==> src/rtl/wtc_pkg.sv <==
package wtc_pkg;

    localparam int BUS_DW  = 32;
    localparam int ADDR_W  = 4;
    localparam int MODE_W  = 24;
    localparam int FLAG_W  = 8;

    // register word addresses
    localparam logic [ADDR_W-1:0] A_CMD  = 4'd0;
    localparam logic [ADDR_W-1:0] A_MODE = 4'd1;
    localparam logic [ADDR_W-1:0] A_CNT  = 4'd2;
    localparam logic [ADDR_W-1:0] A_RA   = 4'd3;
    localparam logic [ADDR_W-1:0] A_RB   = 4'd4;
    localparam logic [ADDR_W-1:0] A_RC   = 4'd5;
    localparam logic [ADDR_W-1:0] A_STAT = 4'd6;
    localparam logic [ADDR_W-1:0] A_IEN  = 4'd7;
    localparam logic [ADDR_W-1:0] A_IDIS = 4'd8;
    localparam logic [ADDR_W-1:0] A_MASK = 4'd9;

    // command bits
    localparam int CMD_ON   = 0;
    localparam int CMD_OFF  = 1;
    localparam int CMD_TRIG = 2;

    // status flag positions
    localparam int ST_OVF = 0;
    localparam int ST_MA  = 2;
    localparam int ST_MB  = 3;
    localparam int ST_MC  = 4;
    localparam int ST_EVT = 7;

    typedef enum logic [1:0] {
        WV_UP_FULL  = 2'd0,
        WV_UPDN_FULL = 2'd1,
        WV_UP_RC    = 2'd2,
        WV_UPDN_RC  = 2'd3
    } wave_e;

    typedef enum logic [1:0] {
        ACT_NONE = 2'd0,
        ACT_SET  = 2'd1,
        ACT_CLR  = 2'd2,
        ACT_TGL  = 2'd3
    } act_e;

    typedef enum logic [1:0] {
        EDG_NONE = 2'd0,
        EDG_RISE = 2'd1,
        EDG_FALL = 2'd2,
        EDG_BOTH = 2'd3
    } edge_e;

    // per-output action set, highest priority in the top bits
    typedef struct packed {
        act_e sw;
        act_e evt;
        act_e rc;
        act_e cmp;
    } pin_act_t;

    typedef struct packed {
        logic sw;
        logic evt;
        logic rc;
        logic cmp;
    } pin_ev_t;

    typedef struct packed {
        pin_act_t b;
        pin_act_t a;
        logic     spare;
        logic     dis_rc;
        logic     stop_rc;
        logic     evt_trig;
        edge_e    evt_edge;
        wave_e    wave;
    } mode_t;

    // resolve the winning action and apply it to the current level
    function automatic logic next_pin(input logic cur, input pin_act_t act,
                                      input pin_ev_t ev);
        act_e sel;
        logic res;
        sel = ACT_NONE;
        if (ev.cmp && act.cmp != ACT_NONE) sel = act.cmp;
        if (ev.rc  && act.rc  != ACT_NONE) sel = act.rc;
        if (ev.evt && act.evt != ACT_NONE) sel = act.evt;
        if (ev.sw  && act.sw  != ACT_NONE) sel = act.sw;
        case (sel)
            ACT_SET: res = 1'b1;
            ACT_CLR: res = 1'b0;
            ACT_TGL: res = ~cur;
            default: res = cur;
        endcase
        return res;
    endfunction

endpackage

==> src/rtl/wtc_edge.sv <==
module wtc_edge
    import wtc_pkg::*;
(
    input  logic  clk,
    input  logic  rst,
    input  logic  din,
    input  edge_e sel,
    output logic  hit
);
    logic din_q;
    logic rise;
    logic fall;

    always_ff @(posedge clk) begin
        if (rst) din_q <= 1'b0;
        else     din_q <= din;
    end

    assign rise = din & ~din_q;
    assign fall = ~din & din_q;

    always_comb begin
        case (sel)
            EDG_RISE: hit = rise;
            EDG_FALL: hit = fall;
            EDG_BOTH: hit = rise | fall;
            default:  hit = 1'b0;
        endcase
    end
endmodule

==> src/rtl/wtc_counter.sv <==
module wtc_counter
    import wtc_pkg::*;
#(
    parameter int CNT_W = 16
) (
    input  logic             clk,
    input  logic             rst,
    input  logic             step,
    input  logic             trig,
    input  wave_e            wave,
    input  logic [CNT_W-1:0] ra,
    input  logic [CNT_W-1:0] rb,
    input  logic [CNT_W-1:0] rc,
    output logic [CNT_W-1:0] cnt,
    output logic             hit_ra,
    output logic             hit_rb,
    output logic             hit_rc,
    output logic             ovf
);
    localparam logic [CNT_W-1:0] FULL = '1;
    localparam logic [CNT_W-1:0] ZERO = '0;

    logic             up_q;
    logic             up_n;
    logic [CNT_W-1:0] nxt;
    logic             wrap;
    logic             at_top;
    logic             adv;

    always_comb begin
        nxt    = cnt + 1'b1;
        up_n   = up_q;
        wrap   = 1'b0;
        at_top = (cnt == FULL) || ((wave == WV_UPDN_RC) && (cnt == rc));
        case (wave)
            WV_UP_FULL: wrap = (cnt == FULL);
            WV_UP_RC: begin
                if (cnt == rc) nxt = ZERO;
                else           wrap = (cnt == FULL);
            end
            default: begin
                if (up_q) begin
                    if (at_top) begin
                        nxt  = cnt - 1'b1;
                        up_n = 1'b0;
                        wrap = (cnt == FULL);
                    end
                end else if (cnt == ZERO) begin
                    up_n = 1'b1;
                end else begin
                    nxt = cnt - 1'b1;
                end
            end
        endcase
    end

    assign adv    = step && !trig;
    assign hit_ra = adv && (nxt == ra);
    assign hit_rb = adv && (nxt == rb);
    assign hit_rc = adv && (nxt == rc);
    assign ovf    = adv && wrap;

    always_ff @(posedge clk) begin
        if (rst || trig) begin
            cnt  <= ZERO;
            up_q <= 1'b1;
        end else if (adv) begin
            cnt  <= nxt;
            up_q <= up_n;
        end
    end
endmodule

==> src/rtl/wtc_pin_unit.sv <==
module wtc_pin_unit
    import wtc_pkg::*;
(
    input  logic     clk,
    input  logic     rst,
    input  pin_act_t act,
    input  pin_ev_t  ev,
    output logic     pin
);
    always_ff @(posedge clk) begin
        if (rst) pin <= 1'b0;
        else     pin <= next_pin(pin, act, ev);
    end
endmodule

==> src/rtl/wave_timer_chan.sv <==
module wave_timer_chan
    import wtc_pkg::*;
#(
    parameter int CNT_W = 16
) (
    input  logic              clk,
    input  logic              rst,
    input  logic              bus_wr,
    input  logic              bus_rd,
    input  logic [ADDR_W-1:0] bus_addr,
    input  logic [BUS_DW-1:0] bus_wdata,
    output logic [BUS_DW-1:0] bus_rdata,
    input  logic              cnt_tick,
    input  logic              ext_evt,
    output logic              out_a,
    output logic              out_b,
    output logic              irq
);
    localparam int NPIN = 2;

    logic [CNT_W-1:0] ra_q, rb_q, rc_q, cnt_q;
    mode_t            mode_q;
    logic             clk_on, run_q;
    logic [FLAG_W-1:0] sts_q, mask_q, sts_set;

    logic wr_cmd, sw_trig, evt_hit, trig, step;
    logic hit_ra, hit_rb, hit_rc, ovf;

    assign wr_cmd  = bus_wr && (bus_addr == A_CMD);
    assign sw_trig = wr_cmd && bus_wdata[CMD_TRIG];
    assign trig    = sw_trig || (evt_hit && mode_q.evt_trig);
    assign step    = clk_on && run_q && cnt_tick;

    wtc_edge u_edge (
        .clk (clk),
        .rst (rst),
        .din (ext_evt),
        .sel (mode_q.evt_edge),
        .hit (evt_hit)
    );

    wtc_counter #(.CNT_W(CNT_W)) u_cnt (
        .clk    (clk),
        .rst    (rst),
        .step   (step),
        .trig   (trig),
        .wave   (mode_q.wave),
        .ra     (ra_q),
        .rb     (rb_q),
        .rc     (rc_q),
        .cnt    (cnt_q),
        .hit_ra (hit_ra),
        .hit_rb (hit_rb),
        .hit_rc (hit_rc),
        .ovf    (ovf)
    );

    pin_act_t pin_act [NPIN];
    pin_ev_t  pin_ev  [NPIN];
    logic     pin_lvl [NPIN];

    assign pin_act[0] = mode_q.a;
    assign pin_act[1] = mode_q.b;
    assign pin_ev[0]  = '{sw: sw_trig, evt: evt_hit, rc: hit_rc, cmp: hit_ra};
    assign pin_ev[1]  = '{sw: sw_trig, evt: evt_hit, rc: hit_rc, cmp: hit_rb};

    for (genvar g = 0; g < NPIN; g++) begin : g_pin
        wtc_pin_unit u_pin (
            .clk (clk),
            .rst (rst),
            .act (pin_act[g]),
            .ev  (pin_ev[g]),
            .pin (pin_lvl[g])
        );
    end

    assign out_a = pin_lvl[0];
    assign out_b = pin_lvl[1];

    // channel clock and run state
    always_ff @(posedge clk) begin
        if (rst) begin
            clk_on <= 1'b0;
            run_q  <= 1'b0;
        end else begin
            if (wr_cmd && bus_wdata[CMD_OFF])   clk_on <= 1'b0;
            else if (hit_rc && mode_q.dis_rc)   clk_on <= 1'b0;
            else if (wr_cmd && bus_wdata[CMD_ON]) clk_on <= 1'b1;

            if (trig)                          run_q <= 1'b1;
            else if (hit_rc && mode_q.stop_rc) run_q <= 1'b0;
        end
    end

    // configuration registers
    always_ff @(posedge clk) begin
        if (rst) begin
            mode_q <= '0;
            ra_q   <= '0;
            rb_q   <= '0;
            rc_q   <= '0;
            mask_q <= '0;
        end else if (bus_wr) begin
            case (bus_addr)
                A_MODE: mode_q <= mode_t'(bus_wdata[MODE_W-1:0]);
                A_RA:   ra_q   <= bus_wdata[CNT_W-1:0];
                A_RB:   rb_q   <= bus_wdata[CNT_W-1:0];
                A_RC:   rc_q   <= bus_wdata[CNT_W-1:0];
                A_IEN:  mask_q <= mask_q | bus_wdata[FLAG_W-1:0];
                A_IDIS: mask_q <= mask_q & ~bus_wdata[FLAG_W-1:0];
                default: ;
            endcase
        end
    end

    // sticky flags, cleared by a status read, new events win
    always_comb begin
        sts_set         = '0;
        sts_set[ST_OVF] = ovf;
        sts_set[ST_MA]  = hit_ra;
        sts_set[ST_MB]  = hit_rb;
        sts_set[ST_MC]  = hit_rc;
        sts_set[ST_EVT] = evt_hit;
    end

    always_ff @(posedge clk) begin
        if (rst)
            sts_q <= '0;
        else if (bus_rd && (bus_addr == A_STAT))
            sts_q <= sts_set;
        else
            sts_q <= sts_q | sts_set;
    end

    assign irq = |(sts_q & mask_q);

    always_comb begin
        bus_rdata = '0;
        case (bus_addr)
            A_MODE: bus_rdata[MODE_W-1:0] = mode_q;
            A_CNT:  bus_rdata[CNT_W-1:0]  = cnt_q;
            A_RA:   bus_rdata[CNT_W-1:0]  = ra_q;
            A_RB:   bus_rdata[CNT_W-1:0]  = rb_q;
            A_RC:   bus_rdata[CNT_W-1:0]  = rc_q;
            A_STAT: bus_rdata = {13'd0, out_b, out_a, clk_on, 8'd0, sts_q};
            A_MASK: bus_rdata[FLAG_W-1:0] = mask_q;
            default: ;
        endcase
    end
endmodule

==> config.mk <==
export PLATFORM = sky130hd
export DESIGN_NAME = wave_timer_chan
export DESIGN_NICKNAME = d
export VERILOG_FILES = /design/src/rtl/wtc_pkg.sv /design/src/rtl/wtc_edge.sv /design/src/rtl/wtc_counter.sv /design/src/rtl/wtc_pin_unit.sv /design/src/rtl/wave_timer_chan.sv
export SDC_FILE = /design/constraint.sdc
export NUM_CORES = 1
export LEC_CHECK = 0
export BUFFER_PORTS_ARGS = -buffer_cell sky130_fd_sc_hd__buf_2
export CORE_MARGIN = 2
export CORE_UTILIZATION = 60
export DETAILED_ROUTE_END_ITERATION = 6
export PLACE_DENSITY = 0.81
export SYNTH_ARGS = -nofsm -noshare
export SYNTH_HDL_FRONTEND = slang
export SYNTH_HIERARCHICAL = 1
export SYNTH_SLANG_ARGS = --single-unit
==> constraint.sdc <==
create_clock -name clk -period 5.3 [get_ports clk]
set_input_delay 1.06 -clock clk [delete_from_list [all_inputs] [get_ports clk]]
set_output_delay 1.06 -clock clk [all_outputs]
set_load 0.05 [all_outputs]
* Yosys cells after proc, flatten, opt, wreduce, memory -nomap -nowiden *
Index checks and enable logic that the tools add are counted.

word-level totals
  flip-flop bits (word level) = 110
  input bits = 42

operators by class
  bitwise gates (word level) = 13
  equality and inequality tests = 25
  reduce and logical (&&, ||, !) cells = 53
  add/sub/neg operators = 2
  mux-type cells = 32

operators with widths
  kind                                                 number
  equality test 16 bit                                 4
  2-to-1 mux 16 bit                                    4
  one-hot mux 8 bit (7 select lines)                   1
  one-hot mux 8 bit (5 select lines)                   1
  one-hot mux 16 bit (2 select lines)                  1
  one-hot mux 8 bit (2 select lines)                   2
  logical AND 1 bit                                    24
  2-to-1 mux 2 bit                                     10
  nonzero test 2 bit                                   10
  adder 16 x 1 -> 16 bit, second input constant        1
  bitwise AND 8 bit                                    2
  equality test 16 bit, second input constant          1
  equality test 2 bit, second input constant           8
  equality test 4 x 3 -> 1 bit, second input constant  4
  logical NOT 16 bit                                   1
  bitwise OR 8 bit                                     2
  subtractor 16 x 1 -> 16 bit, second input constant   1
  AND reduction 2 bit                                  6
  one-hot mux 1 bit (3 select lines)                   3
  equality test 4 x 2 -> 1 bit, second input constant  2
  equality test 4 bit, second input constant           2
  2-to-1 mux 1 bit                                     8
  2-to-1 mux 8 bit                                     1
  inverter 8 bit                                       1
  14 further kinds                                     25

* Longest topological paths before layout *
Gate-level depths: netlist of the first run.

  depth after elaboration = 17
  gate-level depth with buffers = 16

* Hierarchy *
The synthesis of the first run kept the hierarchy.

modules (own cells, without submodules)
  module           cells each  times used  area an instance (um^2)
  wave_timer_chan  551         1           4638.2
  wtc_counter      395         1           2874.0
  wtc_pin_unit     12          2           95.1
  wtc_edge         11          1           82.6

* Worst setup path before layout of the first run *
OpenSTA, ideal clock, no wires.

  path kind = in2reg
  from = input ext_evt
  to = register g_pin[1].u_pin.pin
  path buffers = 0
  data arrival time = 3.880 ns
  library setup time = 0.059 ns
  stages = 16
  path slack = 1.361 ns
  cells stage by stage = inv_1 -> ha_1 -> nor2b_1 -> o21ai_1 -> o21ai_1 -> a32o_1 -> nor2_1 -> nand2_1 -> a31oi_1 -> o2111ai_1 -> or4_1 -> nor4_1 -> a21oi_1 -> a221o_1 -> a31oi_1 -> o31a_1

on the way
  longest elaborated chain between the ends = 17

RTL lines
  what                                                                             RTL line               RTL
  from (decl)                                                                      wave_timer_chan.sv:14  input logic ext_evt,
  inverter 1 bit                                                                   wtc_edge.sv:20         assign fall = ~din & din_q;
  bitwise AND 1 bit                                                                wtc_edge.sv:20
  bitwise OR 1 bit                                                                 wtc_edge.sv:26         EDG_BOTH: hit = rise | fall;
  one-hot mux 1 bit (3 select lines) (*)                                           wtc_edge.sv:23         case (sel)
  via evt_hit                                                                      wave_timer_chan.sv:26  logic wr_cmd, sw_trig, evt_hit, trig, step;
  logical AND 1 bit (*)                                                            wave_timer_chan.sv:31  assign trig = sw_trig || (evt_hit && mode_q.evt_trig);
  logical OR 1 bit (*)                                                             wave_timer_chan.sv:31
  via trig                                                                         wave_timer_chan.sv:26
  [... 3 more ...]                                                                 -
  via hit_rb                                                                       wave_timer_chan.sv:27  logic hit_ra, hit_rb, hit_rc, ovf;
  logical AND 1 bit (*)                                                            wtc_pkg.sv:85          if (ev.cmp && act.cmp != ACT_NONE) sel = act.cmp;
  2-to-1 mux 2 bit (*)                                                             wtc_pkg.sv:85
  2-to-1 mux 2 bit (*)                                                             wtc_pkg.sv:86          if (ev.rc && act.rc != ACT_NONE) sel = act.rc;
  2-to-1 mux 2 bit (*)                                                             wtc_pkg.sv:87          if (ev.evt && act.evt != ACT_NONE) sel = act.evt;
  2-to-1 mux 2 bit (*)                                                             wtc_pkg.sv:88          if (ev.sw && act.sw != ACT_NONE) sel = act.sw;
  2-to-1 mux 2 bit (*)                                                             wtc_pin_unit.sv:11     if (rst) pin <= 1'b0;
  equality test 2 bit / equality test 2 x 1 -> 1 bit (equally long branches)       wtc_pkg.sv:89          case (sel)
  one-hot mux 1 bit (3 select lines) / nonzero test 3 bit (equally long branches)  -
  to (signal assigned)                                                             wtc_pin_unit.sv:12     else pin <= next_pin(pin, act, ev);
  to (decl)                                                                        wtc_pin_unit.sv:8      output logic pin

The timed path passes the listed nets; every way through them passes the cells marked *. The select of a mux whose other input is x is not followed.
A chain may end at the register's enable or synchronous reset.

* Worst setup path after layout of the first run *
  from = register u_cnt.cnt[2]
  to = register g_pin[0].u_pin.pin

on the way
  longest elaborated chain between the ends = 16

RTL lines
  what                                                                             RTL line               RTL
  from (decl)                                                                      wtc_counter.sv:14      output logic [CNT_W-1:0] cnt,
  from (signal assigned)                                                           wtc_counter.sv:68      cnt <= nxt;
  branches (longest 5 deep; another with subtractor 16 x 1 -> 16 bit)              -
  one-hot mux 16 bit (2 select lines) (*)                                          wtc_counter.sv:35      case (wave)
  equality test 16 bit (*)                                                         wtc_counter.sv:58      assign hit_ra = adv && (nxt == ra);
  logical AND 1 bit (*)                                                            wtc_counter.sv:58
  via hit_ra                                                                       wave_timer_chan.sv:27
  logical AND 1 bit (*)                                                            wtc_pkg.sv:85
  2-to-1 mux 2 bit (*)                                                             wtc_pkg.sv:85
  2-to-1 mux 2 bit (*)                                                             wtc_pkg.sv:86
  2-to-1 mux 2 bit (*)                                                             wtc_pkg.sv:87
  2-to-1 mux 2 bit (*)                                                             wtc_pkg.sv:88
  2-to-1 mux 2 bit (*)                                                             wtc_pin_unit.sv:11
  equality test 2 bit / equality test 2 x 1 -> 1 bit (equally long branches)       wtc_pkg.sv:89
  one-hot mux 1 bit (3 select lines) / nonzero test 3 bit (equally long branches)  -
  to (signal assigned)                                                             wtc_pin_unit.sv:12
  to (decl)                                                                        wtc_pin_unit.sv:8

Mark *: on every way through the listed nets, which the timed path passes. The select of a mux whose other input is x is not followed.

==> impl_metrics.yaml, run 1 <==
synthesis:
  synth_area_um2: 7780
  ys_async_sr_fraction_pct: 0
  syn_inst: 981
  synth-edff-count: 0
  yosys-top-cells-area: "dfxtp_1 28%, a21oi_1 7.5%, nand3_1 6.0%"
  yosysSeqAreaShare_pct: 27.5
  syn_avg_cell_area_um2: 7.94
  synth_cell_type_count: 98
  synth-seq-cells: 107
  synth_top_area_share_pct: 27.5
  yosys.area.top_type: "dfxtp_1"
  ys_warn_count: 6
  synth_ff_type: "dfxtp_1"
routing:
  wl_met1_um: 9940
  post_drt_wl_per_cell_um: 22.0
  routed.top_layer: "met4"
  drt_drc_violations_left: 0
  drt_first_iter_violations: 1468
  wl_met2_um: 11200
  dr_wl_met3_um: 3210
  antenna_left: 0
  avgViaCountPerCell: 6.95
  firstDrtPassIters: 6
  wl_um: 25700
  vias: 8121
power:
  powerDensity_nw_per_um2: 203
  switchingPower_uw: 485
  peakVddDrop_mv: 0.164
  p_clk_share_pct: 39.9
  internal_power_uw: 1200
  leakagePower_uw: 0.00301
  seq_power_share_pct: 48.8
  p_sw_share_pct: 28.8
  power_frac_comb_pct: 11.3
floorplanning:
  coreArea_um2: 12600
  fp.dieArea_um2: 13900
  num_io_pins: 77
  dieWidth_um: 118
  die_h_um: 118
  start_util_pct: 61.7
  fp-row-count: 41
sta:
  fin_hold_ws_ns: 0.467
  fin_crit_sh_pct: 88.0
  max_freq_ghz: 0.214
  finalSetupTns_ns: 0
  rsz0062_at_grt: "false"
  relSlewSlack_pct: 35.7
  skew_ns: 0.0135
  period_needed_ns: 4.66
  setup_violations: 0
  finalMaxSlewViolations: 0
  tightest_slew_ns: 0.964
  hold_viol_final: 0
finish:
  antenna_cells: 0
  area_growth_pct: 6.64
  final_cell_mix: "117 x a21oi_1, 107 x dfxtp_1, 94 x nand3_1"
  drive_above_1_share_pct: 16.5
  final_net_count: 1039
  final_core_util_pct: 65.8
  final_common_cell: "a21oi_1"
global_routing:
  grt_remaining_overflow: 0
  grt_max_degree: 73
  grt_pass1_vias: 7320
  antenna_found_initial: 0
  grt_usage_pct: 36.7
  grt_pass1_wl_um: 40700
placement:
  dpl.hpwl_um: 18100
  port_buffers: 60
  gp_congestion: 1.02
clock_network:
  cts.sinks: 107
  cts_buffers: 9
  cts_htree_levels: 3
  cts_root_buf: "clkbuf_16"
  cts_tree: "done"
  insertion_delay_ns: 0.37
  holdBufCountCts: 0
  post-cts-setup-buffer-count: 0
  clk_pin_slew_ns: 0.07
  cts_resized: 0
  clockBufferDepth: 2
worst_setup_path:
  critPathArrivalTime_ns: 4.98
  startpoint_type: "register"
  critPathMaxFanout: 17
  path_class: "reg -> reg"
  cp.required_ns: 5.61
  end_kind: "register"
status:
  status: "finished, final reports clean"
worst_hold_path:
  min_path_type: "reg -> reg"
flow_run:
  maxCapViolCount: 0
[power by group through the flow]
stage / clock (uW) / combinational, uW / sequential (uW)
floorplan: 0 / 136 / 837
global placement: 0 / 182 / 841
detailed placement: 0 / 183 / 842
CTS: 674 / 184 / 823
global route: 717 / 200 / 824
finish: 673 / 190 / 824
[kinds of logic after synthesis]
kind of cell,Yosys count,share of synthesized area (%)
other cells,1,0.0482
buf+inv,116,7.76
simple gates,341,26.2
fa+ha+maj,5,0.804
flops,107,27.5
xor+xnor,53,6.06
mux,26,3.49
compound gates,332,28.1
[state kept, by name, indices dropped and copies added, names as in the netlist, named ones only]
signal	count
u_cnt/cnt	16
ra_q	16
clk_on	1
sts_q	5
run_q	1
rb_q	16
u_cnt/up_q	1
rc_q	16
g_pin.u_pin/pin	2
mode_q	24
u_edge/din_q	1
[path summary, 6_finish.rpt]
kind              cells past startpoint                              end                      start  slack (ns)
setup reg to reg                     14  g_pin[0].u_pin/pin$_SDFFE_PP0P_  u_cnt/cnt[2]$_SDFFE_PP0P_        0.64
hold / removal                        2                         register                   register        0.47
hold reg to reg                       2                         register                   register        0.47
setup / recovery                     14  g_pin[0].u_pin/pin$_SDFFE_PP0P_  u_cnt/cnt[2]$_SDFFE_PP0P_        0.64
[metal layers]
metal | vias to the layer above | global-route usage, %
li1 | 3667 | -
met1 | 3746 | 49.9
met2 | 604 | 54.4
met3 | 104 | 7.36
met4 | 0 | 20.0
met5 | - | 0
[metrics by stage]
stage          cells  power [uW]  worst slack (ns)  instance area [um2]
6_report        1169        1690             0.637                 8300
3_3_place_gp    1153        1020             0.849                 8020
5_1_grt         1169        1740             0.436                 8300
4_1_cts         1169        1680             0.758                 8300
2_1_floorplan    988         974              1.36                 7810
3_5_place_dp    1153        1020             0.788                 8020
[critical path, stage by stage (launching register included)]
cell	delay, ns
dfxtp_1	0.72
and3_4	0.34
nand4_1	0.10
buf_4	0.22
o31ai_4	0.26
a21oi_4	0.16
o221ai_1	0.51
a21oi_1	0.13
or4b_1	0.53
or4_1	0.44
nor4_2	0.46
a21oi_1	0.13
a221o_1	0.27
a31oi_1	0.15
o31a_1	0.15
[synthesized netlist by cell type (all sizes together) (4+ instances only)]
cell type    n
xor2        23
a221oi      10
o21ai       93
o221ai       5
or2          6
nor2b       12
a22o         8
nand3b      13
a22oi       10
and3        20
nor4        13
nand4       14
a31oi       12
nor3        14
o211ai      11
nor2        44
buf         52
xnor2       30
a211oi       4
mux2         9
or4          5
and4         4
and2        11
nand2b      11
ha           5
a221o        8
nand3       95
a21oi      118
a32o         4
or3          8
mux2i       17
nor3b        4
nand2       43
o21a         4
nor4b        8
clkbuf      40
o31a         4
a211o        7
and3b        5
o31ai        6
inv         22
a32oi        7
dfxtp      107
[cell type report]
| type | count | area [um2] |
|---|---|---|
| clock inverters | 6 | 47.5 |
| inverters | 24 | 90.1 |
| multi-input cells | 765 | 5080 |
| repair buffers | 85 | 488 |
| clock buffers | 10 | 239 |
| well taps | 172 | 215 |
| flip-flops and latches | 107 | 2140 |
| fillers | 1161 | 4320 |
(Power assumes the default switching activity.)
==> run 2, diff against run 1 <==
Settings changed: CTS_BUF_LIST from default to sky130_fd_sc_hd__clkbuf_2 sky130_fd_sc_hd__clkbuf_4 sky130_fd_sc_hd__clkbuf_8.
==> run 2 against run 1 <==
Compared with the run above:
- the flow now finishes with violations (DRC)
- cell count unchanged
- critical endpoint unchanged
- worst hold slack improved by 0.0046 ns
- largest power group unchanged
- highest routed layer unchanged
- non-clock buffer count unchanged
- sequential power about the same
- clock power decreased by 25%
- clock skew increased by 0.0062 ns
- die area unchanged
- setup slack got worse by 0.040 ns
==> impl_metrics.yaml, run 2 (synthesis gave the netlist of run 1 again) <==
floorplanning:
  num_io_pins: 77
  fp-row-count: 41
  fp.dieArea_um2: 13900
  dieWidth_um: 118
  coreArea_um2: 12600
  start_util_pct: 61.7
  die_h_um: 118
worst_setup_path:
  startpoint_type: "register"
  reg2reg_from: "u_cnt/cnt[2]$_SDFFE_PP0P_"
  rrSetupSlack_ns: 0.60
  end_kind: "register"
  path_class: "reg -> reg"
  critPathMaxFanout: 17
  reg2reg_to: "g_pin[0].u_pin/pin$_SDFFE_PP0P_"
  critPathArrivalTime_ns: 5.05
  cp.required_ns: 5.65
  reg2regPathDepth: 14
global_routing:
  met3_usage_pct: 7.07
  gr-usage-met1_pct: 49.6
  grt_max_degree: 73
  grt_remaining_overflow: 0
  grt_pass1_vias: 7284
  antenna_found_initial: 0
  met2_usage_pct: 54.5
  busiest_layer: "met2"
  grt_usage_pct: 36.3
  grt_pass1_wl_um: 40400
routing:
  post_drt_wl_per_cell_um: 21.9
  drt_first_iter_violations: 1554
  avgViaCountPerCell: 7.05
  firstDrtPassIters: 7
  vias: 8247
  drt_drc_violations_left: 2
  wl_um: 25600
  antenna_left: 0
worst_hold_path:
  min_path_cells: 2
  min_path_type: "reg -> reg"
sta:
  fin_crit_sh_pct: 88.7
  skew_ns: 0.0197
  finalMaxSlewViolations: 0
  hold_viol_final: 0
  tightest_slew_ns: 0.995
  relSlewSlack_pct: 33.6
  finalSetupTns_ns: 0
  period_needed_ns: 4.70
  max_freq_ghz: 0.213
  setup_violations: 0
  fin_hold_ws_ns: 0.472
  rsz0062_at_grt: "false"
clock_network:
  post-cts-setup-buffer-count: 0
  cts_tree: "done"
  cts_htree_levels: 3
  cts.sinks: 107
  clk_pin_slew_ns: 0.11
  cts_root_buf: "clkbuf_8"
  insertion_delay_ns: 0.41
  cts_buffers: 9
  cts_resized: 0
  clockBufferDepth: 2
  holdBufCountCts: 0
finish:
  antenna_cells: 0
  drive_above_1_share_pct: 16.5
  area_growth_pct: 5.34
  largest_reg_flops: 24
  regMostFlops: "mode_q"
  final_cell_mix: "117 x a21oi_1, 107 x dfxtp_1, 94 x nand3_1"
  final_common_cell: "a21oi_1"
  final_net_count: 1039
  nFillCells: 1166
placement:
  port_buffers: 60
  gp_congestion: 1.02
  dpl.hpwl_um: 18100
flow_run:
  maxCapViolCount: 0
power:
  peakVddDrop_mv: 0.163
  powerDensity_nw_per_um2: 185
  leakagePower_uw: 0.00296
status:
  status: "complete, but fails checks"
  violations: "DRC"
==> run 2: changes by cell type in the layout (fill, tap and decap cells not counted) <==
cell | previous run | this run
clkbuf_16 | 9 | 0
clkbuf_8 | 1 | 10
==> run 2: layer usage <==
metal | share of wire (%) | up-vias | routed length, um
li1 | - | 3676 | -
met1 | 40 | 3816 | 10100
met2 | 44 | 638 | 11100
met3 | 12 | 117 | 2950
met4 | 5.4 | 0 | 1380
met5 | 0 | - | 0
==> run 2: stage by stage <==
| step | std cells | area, um2 | total power [uW] | setup WS (ns) | util (%) |
|---|---|---|---|---|---|
| floorplan | 988 | 7810 | 974 | 1.36 | - |
| global placement | 1153 | 8020 | 1020 | 0.849 | 63.5 |
| detailed placement | 1153 | 8020 | 1020 | 0.788 | 63.5 |
| CTS | 1169 | 8200 | 1510 | 0.757 | 65.0 |
| global route | 1169 | 8200 | 1570 | 0.431 | 65.0 |
| finish | 1169 | 8200 | 1520 | 0.597 | 65.0 |
==> run 2: worst max-delay path by stage <==
stage                              start                               to  slack [ns]  cells after the start
3_3_place_gp   u_cnt/cnt[2]$_SDFFE_PP0P_  g_pin[0].u_pin/pin$_SDFFE_PP0P_        0.85                     14
2_1_floorplan                    ext_evt  g_pin[1].u_pin/pin$_SDFFE_PP0P_        1.36                     16
6_report       u_cnt/cnt[2]$_SDFFE_PP0P_  g_pin[0].u_pin/pin$_SDFFE_PP0P_        0.60                     14
5_1_grt        u_cnt/cnt[2]$_SDFFE_PP0P_  g_pin[0].u_pin/pin$_SDFFE_PP0P_        0.43                     14
4_1_cts        u_cnt/cnt[2]$_SDFFE_PP0P_  g_pin[0].u_pin/pin$_SDFFE_PP0P_        0.76                     14
3_5_place_dp   u_cnt/cnt[2]$_SDFFE_PP0P_  g_pin[0].u_pin/pin$_SDFFE_PP0P_        0.79                     14
==> run 2: layout make-up <==
| class | instances | area, um2 | share of cell area (%) |
|---|---|---|---|
| multi-input cells | 765 | 5080 | 61.9 |
| flip-flops and latches | 107 | 2140 | 26.1 |
| repair buffers | 85 | 488 | 5.95 |
| well taps | 172 | 215 | 2.62 |
| clock buffers | 10 | 138 | 1.68 |
| inverters | 24 | 90.1 | 1.10 |
| clock inverters | 6 | 47.5 | 0.580 |
==> run 2: critical path, stage by stage, from the launching register on <==
cell and delay [ns]:
dfxtp_1 0.73, and3_4 0.34, nand4_1 0.10, buf_4 0.22, o31ai_4 0.26, a21oi_4 0.16
o221ai_1 0.52, a21oi_1 0.14, or4b_1 0.54, or4_1 0.44, nor4_2 0.48, a21oi_1 0.13
a221o_1 0.27, a31oi_1 0.16, o31a_1 0.16
==> run 2: power by group <==
part | total [uW] | switching (uW) | leakage (uW) | internal (uW)
Sequential | 824 | 11.2 | 0.000864 | 813
Combinational | 190 | 138 | 0.00200 | 52.1
Clock | 506 | 317 | 0.0000985 | 189
Total | 1520 | 466 | 0.00296 | 1050
